$ cat config.mk
export PLATFORM = sky130hd
export DESIGN_NAME = conv_enc
export DESIGN_NICKNAME = d
export VERILOG_FILES = /design/src/rtl/conv_pkg.sv /design/src/rtl/conv_state_reg.sv /design/src/rtl/conv_par_out.sv /design/src/rtl/conv_serializer.sv /design/src/rtl/conv_enc.sv
export SDC_FILE = /design/constraint.sdc
export NUM_CORES = 1
export LEC_CHECK = 0
export BUFFER_PORTS_ARGS = -buffer_cell sky130_fd_sc_hd__buf_4
export CAP_MARGIN = 10
export CORE_AREA = 4 4 41 43
export DETAILED_ROUTE_END_ITERATION = 16
export DIE_AREA = 0 0 45 47
export GPL_ROUTABILITY_DRIVEN = 0
export PLACE_DENSITY = 0.43
export SLEW_MARGIN = 0
export SYNTH_ARGS = -nofsm -noshare
export SYNTH_HDL_FRONTEND = slang
export SYNTH_SLANG_ARGS = --single-unit
$ cat constraint.sdc
create_clock -name clk_i -period 1.1 [get_ports clk_i]
set_input_delay 0.22 -clock clk_i [delete_from_list [all_inputs] [get_ports clk_i]]
set_output_delay 0.22 -clock clk_i [all_outputs]
set_load 0.05 [all_outputs]
$ cat src/rtl/conv_pkg.sv
package conv_pkg;
  localparam int unsigned MEM_W  = 2;
  localparam int unsigned CODE_W = 2;

  typedef logic [MEM_W-1:0] state_t;  // [MEM_W-1] newest, [0] oldest

  typedef struct packed {
    logic first;
    logic second;
  } pair_t;

  function automatic pair_t code_map(input logic x, input state_t s);
    pair_t p;
    p.first  = x ^ (^s);
    p.second = x ^ s[0];
    return p;
  endfunction
endpackage

$ cat src/rtl/conv_state_reg.sv
module conv_state_reg
  import conv_pkg::*;
(
  input  logic   clk_i,
  input  logic   rst_ni,
  input  logic   adv_i,
  input  logic   bit_i,
  output state_t state_o
);
  state_t state_q;

  always_ff @(posedge clk_i or negedge rst_ni) begin
    if (!rst_ni)    state_q <= '0;
    else if (adv_i) state_q <= {bit_i, state_q[MEM_W-1:1]};
  end

  assign state_o = state_q;

  AST_SHIFT_IN: assert property (@(posedge clk_i) disable iff (!rst_ni)
    adv_i |=> (state_q[MEM_W-1] == $past(bit_i)) && (state_q[0] == $past(state_q[1])));

  AST_HOLD_IDLE: assert property (@(posedge clk_i) disable iff (!rst_ni)
    !adv_i |=> $stable(state_q));
endmodule

$ cat src/rtl/conv_par_out.sv
module conv_par_out
  import conv_pkg::*;
(
  input  logic              clk_i,
  input  logic              rst_ni,
  input  logic              accept_i,
  input  pair_t             pair_i,
  output logic [CODE_W-1:0] code_o,
  output logic              valid_o
);
  pair_t pair_q;
  logic  valid_q;

  always_ff @(posedge clk_i or negedge rst_ni) begin
    if (!rst_ni) begin
      pair_q  <= '0;
      valid_q <= 1'b0;
    end else begin
      valid_q <= accept_i;
      if (accept_i) pair_q <= pair_i;
    end
  end

  assign code_o  = {pair_q.first, pair_q.second};
  assign valid_o = valid_q;

  AST_PAR_PAIR: assert property (@(posedge clk_i) disable iff (!rst_ni)
    accept_i |=> valid_o && (code_o == $past({pair_i.first, pair_i.second})));

  AST_PAR_QUIET: assert property (@(posedge clk_i) disable iff (!rst_ni)
    !accept_i |=> !valid_o);
endmodule

$ cat src/rtl/conv_serializer.sv
module conv_serializer
  import conv_pkg::*;
(
  input  logic  clk_i,
  input  logic  rst_ni,
  input  logic  accept_i,
  input  pair_t pair_i,
  output logic  bit_o,
  output logic  valid_o,
  output logic  ready_o
);
  logic pend_q;   // second bit still owed
  logic hold_q;
  logic bit_q;
  logic valid_q;

  always_ff @(posedge clk_i or negedge rst_ni) begin
    if (!rst_ni) begin
      pend_q  <= 1'b0;
      hold_q  <= 1'b0;
      bit_q   <= 1'b0;
      valid_q <= 1'b0;
    end else if (pend_q) begin
      bit_q   <= hold_q;
      valid_q <= 1'b1;
      pend_q  <= 1'b0;
    end else if (accept_i) begin
      bit_q   <= pair_i.first;
      hold_q  <= pair_i.second;
      valid_q <= 1'b1;
      pend_q  <= 1'b1;
    end else begin
      valid_q <= 1'b0;
    end
  end

  assign bit_o   = bit_q;
  assign valid_o = valid_q;
  assign ready_o = !pend_q;

  AST_SER_FIRST: assert property (@(posedge clk_i) disable iff (!rst_ni)
    accept_i |=> valid_o && !ready_o && (bit_o == $past(pair_i.first)));

  AST_SER_SECOND: assert property (@(posedge clk_i) disable iff (!rst_ni)
    accept_i |=> ##1 valid_o && (bit_o == $past(pair_i.second, 2)));

  AST_SER_GAP: assert property (@(posedge clk_i) disable iff (!rst_ni)
    !ready_o |=> ready_o);
endmodule

$ cat src/rtl/conv_enc.sv
module conv_enc
  import conv_pkg::*;
#(
  parameter bit SERIAL = 1'b0
) (
  input  logic       clk_i,
  input  logic       rst_ni,
  input  logic       bit_i,
  input  logic       bit_valid_i,
  output logic       ready_o,
  output logic [1:0] code_o,
  output logic       code_valid_o
);
  state_t state;
  pair_t  pair;
  logic   accept;
  logic   rdy;

  assign accept  = bit_valid_i && rdy;
  assign pair    = code_map(bit_i, state);
  assign ready_o = rdy;

  conv_state_reg u_state (
    .clk_i  (clk_i),
    .rst_ni (rst_ni),
    .adv_i  (accept),
    .bit_i  (bit_i),
    .state_o(state)
  );

  generate
    if (SERIAL) begin : g_ser
      logic ser_bit;
      logic ser_valid;
      conv_serializer u_ser (
        .clk_i  (clk_i),
        .rst_ni (rst_ni),
        .accept_i(accept),
        .pair_i (pair),
        .bit_o  (ser_bit),
        .valid_o(ser_valid),
        .ready_o(rdy)
      );
      assign code_o       = {1'b0, ser_bit};
      assign code_valid_o = ser_valid;

      AST_SER_UPPER_ZERO: assert property (@(posedge clk_i) disable iff (!rst_ni)
        code_valid_o |-> !code_o[1]);
    end else begin : g_par
      logic [CODE_W-1:0] par_code;
      logic              par_valid;
      conv_par_out u_par (
        .clk_i  (clk_i),
        .rst_ni (rst_ni),
        .accept_i(accept),
        .pair_i (pair),
        .code_o (par_code),
        .valid_o(par_valid)
      );
      assign rdy          = 1'b1;
      assign code_o       = par_code;
      assign code_valid_o = par_valid;
    end
  endgenerate
endmodule

==> impl_results.md, run 1 <==
* Status: finished, violations left
* Failing checks: setup timing
* ANT nets after route at 0
* Sw power at 206.1 uW
* Final WS setup at -8.588 ps
* Hold Path Origin: bit_valid_i
* Post-synth top area share at 0.5814
* Clock group share of total power at 0.316
* Ant. Diodes at 0
* P_int at about 450 uW
* Setup TNS at -8.588 ps
* Die area at 0.002115 mm^2
* Yosys synthesis warning count at 0
* Compound-Gate Fraction of Synth Area at 0.02326
* Biggest cell delay along the critical path at 390 ps
* Gates resized, CTS repair at 0
* Seq/Total Area, Yosys at 0.5814
* Max capacitance violation total at 0
* Die width at between 40 and 50 um
* Crit end category: flip-flop
* Crit Path Class: flip-flop to flip-flop
* CP cell instances: xor3_1 > mux2_4
* Starting Density at 0.1654
* Synth Area in Adders at 0
* DP Area at approximately 290 um^2
* Worst Path Arrival at ~1200 ps
* Worst Hold Class: input port to flip-flop
* Global route overflow at 0
* Final period util at 1.008
* Clock slew at reported path FFs at around 40 ps
* Top_reg_cell synth: dfrtp_1
* Initial antenna violation count at 0
* Unrepaired setup endpoints after global routing: yes
* Initial DRC count at 0
* Crit path max fanout at 2
* Finished Cell Area at between 300 and 400 um^2
* Pins Over Slew Limit at 0
* Reg2reg start: u_state.state_o[1]$_DFFE_PN0P_
* Post-place setup slack at -4.734 ps
* Final hold vios at 0
* Clock Sinks at 5
* Total CTS buffers at 3
* Largest net degree at the start of global routing at 7
* Layout cells sized above 1 at 0.5185
* Aggregate routed wire length at approximately 350 um
* Sw frac at 0.3153
* First-pass GRT wire length at 565 um
* Post-synth EDFFs at 0
* Mapped Area at 215.2 um^2
* Max VDD drop at about 780 uV
* Flop pwr share at 0.357
* Main combinational cell family by area after synthesis: multiplexers
* Drt drc at 0
* Clock Latency Late Sink at 240 ps
* Crit path max-delay cell type: dfrtp_1
* Fin util at 0.2538
* Wire length per cell at about 8.4 um
* IO buf count at 6
* Final min period at 1109 ps
* Post-Synth XOR/XNOR Area at 0.1512
* Synth Instances at 14
* Post-synth cell types at 10
* Logic pwr share at 0.327
* Setup crit start: u_state.state_o[1]$_DFFE_PN0P_
* FMAX at approximately 900 MHz
* Vias per inst at roughly 3.6
* Worst Skew at 0.4913 ps
* Setup crit start kind: flip-flop
* Total Routing Usage GR at 0.04452
* Lkg Pwr at 0.0001601 uW
* Vias at roughly 150
* PD cells at between 1500 and 2000 mW/mm^2
* Most common cell in the netlist: dfrtp_1
* Mux share of post-synthesis cell area at 0.1744
* Final Setup Violations at 1
* CP Capture Point: g_par.u_par.code_o[1]$_DFFE_PN0P_
* CTS max path bufs at 2
* Root Buffer: clkbuf_4
* Vias in the first global route at 161
* Ys async rst share at 1.000
* Final hold slack at approximately 140 ps
* Yosys reg bits at 5
* Top post-synthesis cells by area: dfrtp_1 58%, xor3_1 11%, mux2_4 7.0%
* Layout net count at 32
* DR pass1 iterations at 1
* Mean Syn Cell Area at ~15 um^2
* P&R area growth vs syn at 53.49%
* Synth area leader: dfrtp_1
* Site Rows at 13
* Io pins at 8
* Core area at 0.001301 mm^2
* Worst Path Required at around 1200 ps
* TritonCTS clock tree: done
* R2R Setup Slk at -9 ps
* Simple-gate area share of the yosys netlist at 0.01744
* CTS H-tree lvls at 1
* Die span in y at between 40 and 50 um
* Post-synth net total at 18
* Fillers at between 100 and 150
* Worst reg-to-reg path cell count at 2
* R2R Path End: g_par.u_par.code_o[1]$_DFFE_PN0P_
-- cells by family (layout without fill, tap and decap cells) --
family,count (synthesis),in the layout
flip-flops,5,5
multiplexers,3,3
AND/OR/NAND/NOR,1,1
buffers and inverters,1,14
XOR/XNOR,2,2
other,1,1
AO/OA/AOI/OAI,1,1
-- worst max-delay path, delay by kind of cell, from the launching register on --
kind      cells  cell delay (ps)
flops         1              390
mux           1              260
xor+xnor      1              340
-- metal layers --
metal	up-vias	routed length, um	global-route usage
met2	8	162	0.06497
li1	70	-	-
met4	0	30	0.08772
met1	70	120	0.03241
met3	3	37	0.01533
met5	-	0	0
-- stage by stage --
step                      instances  power [uW]
final                            42       653.7
after detailed placement         36       442.6
after floorplan                  14       376.5
after CTS                        42       671.1
after global routing             42       684.2
after global placement           36       440.7
-- cells in the final DEF, fill, tap and decap left out, drive strengths merged --
master and instances:
conb 1, buf 9, clkbuf 4, mux2 3, xnor2 1, nor2 1
dfrtp 5, a21oi 1, xor3 1, dlygate4sd3 1
-- registers in the layout (all words and copies together) (netlist names) --
name	flops
u_state.state_o	2
g_par.u_par.valid_o	1
g_par.u_par.code_o	2
-- final cells by class --
class,instances,area (um^2),share of cell area
Clock buffer,4,26.28,0.07955
Sequential cell,5,125.1,0.3788
Timing Repair Buffer,10,77.57,0.2348
Tap cell,15,18.77,0.05682
Multi-Input combinational cell,8,82.58,0.2500
-- power by group through the flow --
| stage | Sequential (uW) | Combinational, uW | Clock, uW |
|---|---|---|---|
| floorplan | 311 | 65.1 | 0 |
| global placement | 237 | 204 | 0 |
| detailed placement | 238 | 204 | 0 |
| CTS | 235 | 219 | 218 |
| global route | 237 | 224 | 224 |
| finish | 234 | 214 | 206 |
-- what timing repair did --
item                                    in CTS  in global routing
hold endpoints to repair                     5                  0
setup buffers                                1                  0
hold buffers                                 1                  0
pin swaps                                    1                  1
cloned                                       0                  0
endpoints found under the setup margin       1                  1
-- worst min path at each step --
stage | end | cells past startpoint
detailed placement | g_par.u_par.code_o[0]$_DFFE_PN0P_ | 1
floorplan | g_par.u_par.code_o[0]$_DFFE_PN0P_ | 0
CTS | g_par.u_par.valid_o$_DFF_PN0_ | 1
global route | g_par.u_par.valid_o$_DFF_PN0_ | 1
global placement | g_par.u_par.valid_o$_DFF_PN0_ | 1
finish | g_par.u_par.valid_o$_DFF_PN0_ | 1
(Power assumes the default switching activity.)
==> run 2: changes to the inputs <==
Settings changed: ABC_AREA from default to 1, PLACE_DENSITY 0.43 to 0.45.
==> run 2 against run 1 <==
Compared with the run above:
- the run now ends clean
- worst hold slack improved by 18 ps
- synthesized cell count up 110%
- sequential cell count stayed put
- clock skew is essentially flat
- non-clock buffer count shrank 3
- largest cell class unchanged
- area after synthesis grew 13%
- total power is 14% lower
- critical path depth shrank 1
==> impl_results.md, run 2 <==
* Final hold vios at 0 (unchanged)
* Synth Instances at 30 (+16)
* FMAX at 970.2 MHz (+7.6%)
* Io pins at 8 (unchanged)
* Setup crit start: g_par.u_par.code_o[1]$_DFFE_PN0P_
* Layout cells sized above 1 at 0.3077 (-0.2108)
* Biggest cell delay along the critical path at 380 ps (about the same)
* IO buf count at 6 (unchanged)
* Ant. Diodes at 0 (unchanged)
* Worst reg-to-reg path cell count at 6 (+4)
* Pins Over Slew Limit at 0 (unchanged)
* Top post-synthesis cells by area: dfrtp_1 51%, nand2_1 15%, o21a_1 6.2%
* ANT nets after route at 0 (unchanged)
* Root Buffer: clkbuf_4
* Wire length per cell at 7.519 um (-10%)
* CP delay by family, top: flip-flops
* Layout net count at 44 (+38%)
* Status: finished clean
* Die area at 0.002115 mm^2 (unchanged)
* R2R Setup Slk at 220 ps (+230 ps)
* Most frequent cells after synthesis: 10 x nand2_1, 5 x dfrtp_1, 3 x inv_1
* Aggregate routed wire length at 406 um (+16%)
* Commonest non-fill, non-tap cells in the layout: 10 x nand2_1, 6 x buf_4, 5 x dfrtp_1
* PD cells at 1738 mW/mm^2 (-12%)
* Post-synth top area share at 0.5128 (-0.06857)
* Final Setup Violations at 0 (-1)
* CTS H-tree lvls at 1 (unchanged)
* Clock slew at reported path FFs at 40 ps (about the same)
* Hold path cells at 1 (unchanged)
* Total Routing Usage GR at 0.04769 (+0.003180)
* Initial antenna violation count at 0 (unchanged)
* Synth area leader: dfrtp_1
* Buffers & Inverters on Critical Path at 1 (+1)
* Clock Latency Late Sink at 240 ps (about the same)
* Overall power at 565.4 uW (-14%)
* CP Capture Point: code_o[1]
* Worst Path Required at 880 ps (-340 ps)
* DR pass1 iterations at 2 (+1)
* Crit path max fanout at 2 (unchanged)
* Top_reg_cell synth: dfrtp_1
* Setup crit start kind: flip-flop
* Total CTS buffers at 3 (unchanged)
* Postcts setup bufs at 0 (-1)
* Vias in the first global route at 172 (+6.8%)
* Crit end category: primary output
* Clock Sinks at 5 (unchanged)
* Reg2reg start: u_state.state_o[0]$_DFFE_PN0P_
* Mean Syn Cell Area at 8.133 um^2 (-47%)
* Worst Path Arrival at 810 ps (-420 ps)
* Initial DRC count at 2 (+2)
* Final min period at 1031 ps (-77.86 ps)
* DP Wirelength at between 300 and 400 um
* Site Rows at 13 (unchanged)
* Drt drc at 0 (unchanged)
* WP depth at 1 (-1)
* Post-synth net total at 34 (+16)
* Yosys synthesis warning count at 0 (unchanged)
* Largest net degree at the start of global routing at 10 (+3)
* Mapped Area at 244.0 um^2 (+13%)
* Max VDD drop at 531.9 uV (-32%)
* Die span in y at 47 um (unchanged)
* Vias per inst at 3.333 (-7.3%)
* Worst Skew at 0.1417 ps (-0.3496 ps)
* Setup TNS at 0 ps (+8.588 ps)
* Most common cell after layout, fill and taps aside: nand2_1
* P&R area growth vs syn at 33.33%
* R2R Path End: g_par.u_par.code_o[1]$_DFFE_PN0P_
* Post-synth cell types at 12 (+2)
* First-pass GRT wire length at 683 um (+21%)
* Vias at 180 (+19%)
* Core area at 0.001301 mm^2 (unchanged)
* Lkg Pwr at 0.0001753 uW (+9.5%)
* Worst Hold Class: input port to flip-flop
* Crit Path Class: flip-flop to primary output
* Starting Density at 0.1875 (+0.02212)
* Ys async rst share at 1.000 (unchanged)
* Most common cell in the netlist: nand2_1
* TritonCTS clock tree: done
* CP cell instances: buf_4
* Post-synth EDFFs at 0 (unchanged)
* Max capacitance violation total at 0 (unchanged)
* Final period util at 0.9370 (-0.07078)
* Global route overflow at 0 (unchanged)
* CTS max path bufs at 2 (unchanged)
* Seq/Total Area, Yosys at 0.5128 (-0.06857)
* Yosys reg bits at 5 (unchanged)
* Fin util at 0.2500 (-0.003846)
* Die width at 45 um (unchanged)
* Unrepaired setup endpoints after global routing: no
* Crit path max-delay cell type: dfrtp_1
run 2: cell count changes after synthesis, moves of 2 or more:
cell | previous run | this run
inv_2 | 0 | 2
nand3_1 | 0 | 2
inv_1 | 0 | 3
o21a_1 | 0 | 2
nand2_1 | 0 | 10
run 2: per-stage QoR:
step | cell area [um^2] | worst slack (ps) | hold WS [ps] | instances
detailed placement | 289.0 | 205.7 | 24.13 | 49
CTS | 325.3 | 56.51 | 156.0 | 54
finish | 325.3 | 69.27 | 162.7 | 54
floorplan | 244.0 | 105.6 | -75.59 | 30
global placement | 289.0 | 221.6 | 26.06 | 49
global route | 325.3 | 45.42 | 163.6 | 54
run 2: layout make-up:
| type | count | area (um^2) |
|---|---|---|
| Timing Repair Buffer | 7 | 55.05 |
| Fill cell | 151 | 975.9 |
| Sequential cell | 5 | 125.1 |
| Inverter | 6 | 22.52 |
| Tap cell | 15 | 18.77 |
| Multi-Input combinational cell | 17 | 77.57 |
| Clock buffer | 4 | 26.28 |
run 2: routing by layer:
layer / vias to the layer above / global-route usage / share of wire
li1: 103 / - / -
met1: 71 / 0.06250 / 0.51
met2: 6 / 0.05650 / 0.40
met3: 0 / 0.01533 / 0.091
met4: 0 / 0.05263 / 0
met5: - / 0 / 0
run 2: how the worst min path moves through the flow:
stage | startpoint | end | slack [ps]
detailed placement | rst_ni | g_par.u_par.code_o[0]$_DFFE_PN0P_ | 20
global placement | rst_ni | g_par.u_par.code_o[0]$_DFFE_PN0P_ | 30
floorplan | rst_ni | g_par.u_par.code_o[0]$_DFFE_PN0P_ | -80
global route | bit_valid_i | g_par.u_par.valid_o$_DFF_PN0_ | 160
CTS | bit_valid_i | g_par.u_par.valid_o$_DFF_PN0_ | 160
finish | bit_valid_i | g_par.u_par.valid_o$_DFF_PN0_ | 160
run 2: cells by family (layout without fill, tap and decap cells):
| group | count (synthesis) | count (layout) | synth area share |
|---|---|---|---|
| AND/OR/NAND/NOR | 13 | 13 | 0.2205 |
| buffers and inverters | 8 | 17 | 0.1692 |
| flip-flops | 5 | 5 | 0.5128 |
| AO/OA/AOI/OAI | 3 | 3 | 0.08201 |
| other | 1 | 1 | 0.01537 |
run 2: repair_timing:
| item | CTS | global route |
|---|---|---|
| hold endpoints to repair | 5 | 0 |
| hold buffers | 1 | 0 |
| resized for setup | 0 | 0 |
run 2: where the power goes:
group          switching [uW]  leakage [uW]  total, uW  internal, uW
clock network            70.6     0.0000150        207           137
registers                13.3     0.0000579        218           205
logic                    93.0      0.000102        139          46.4
total                     177      0.000175        565           388
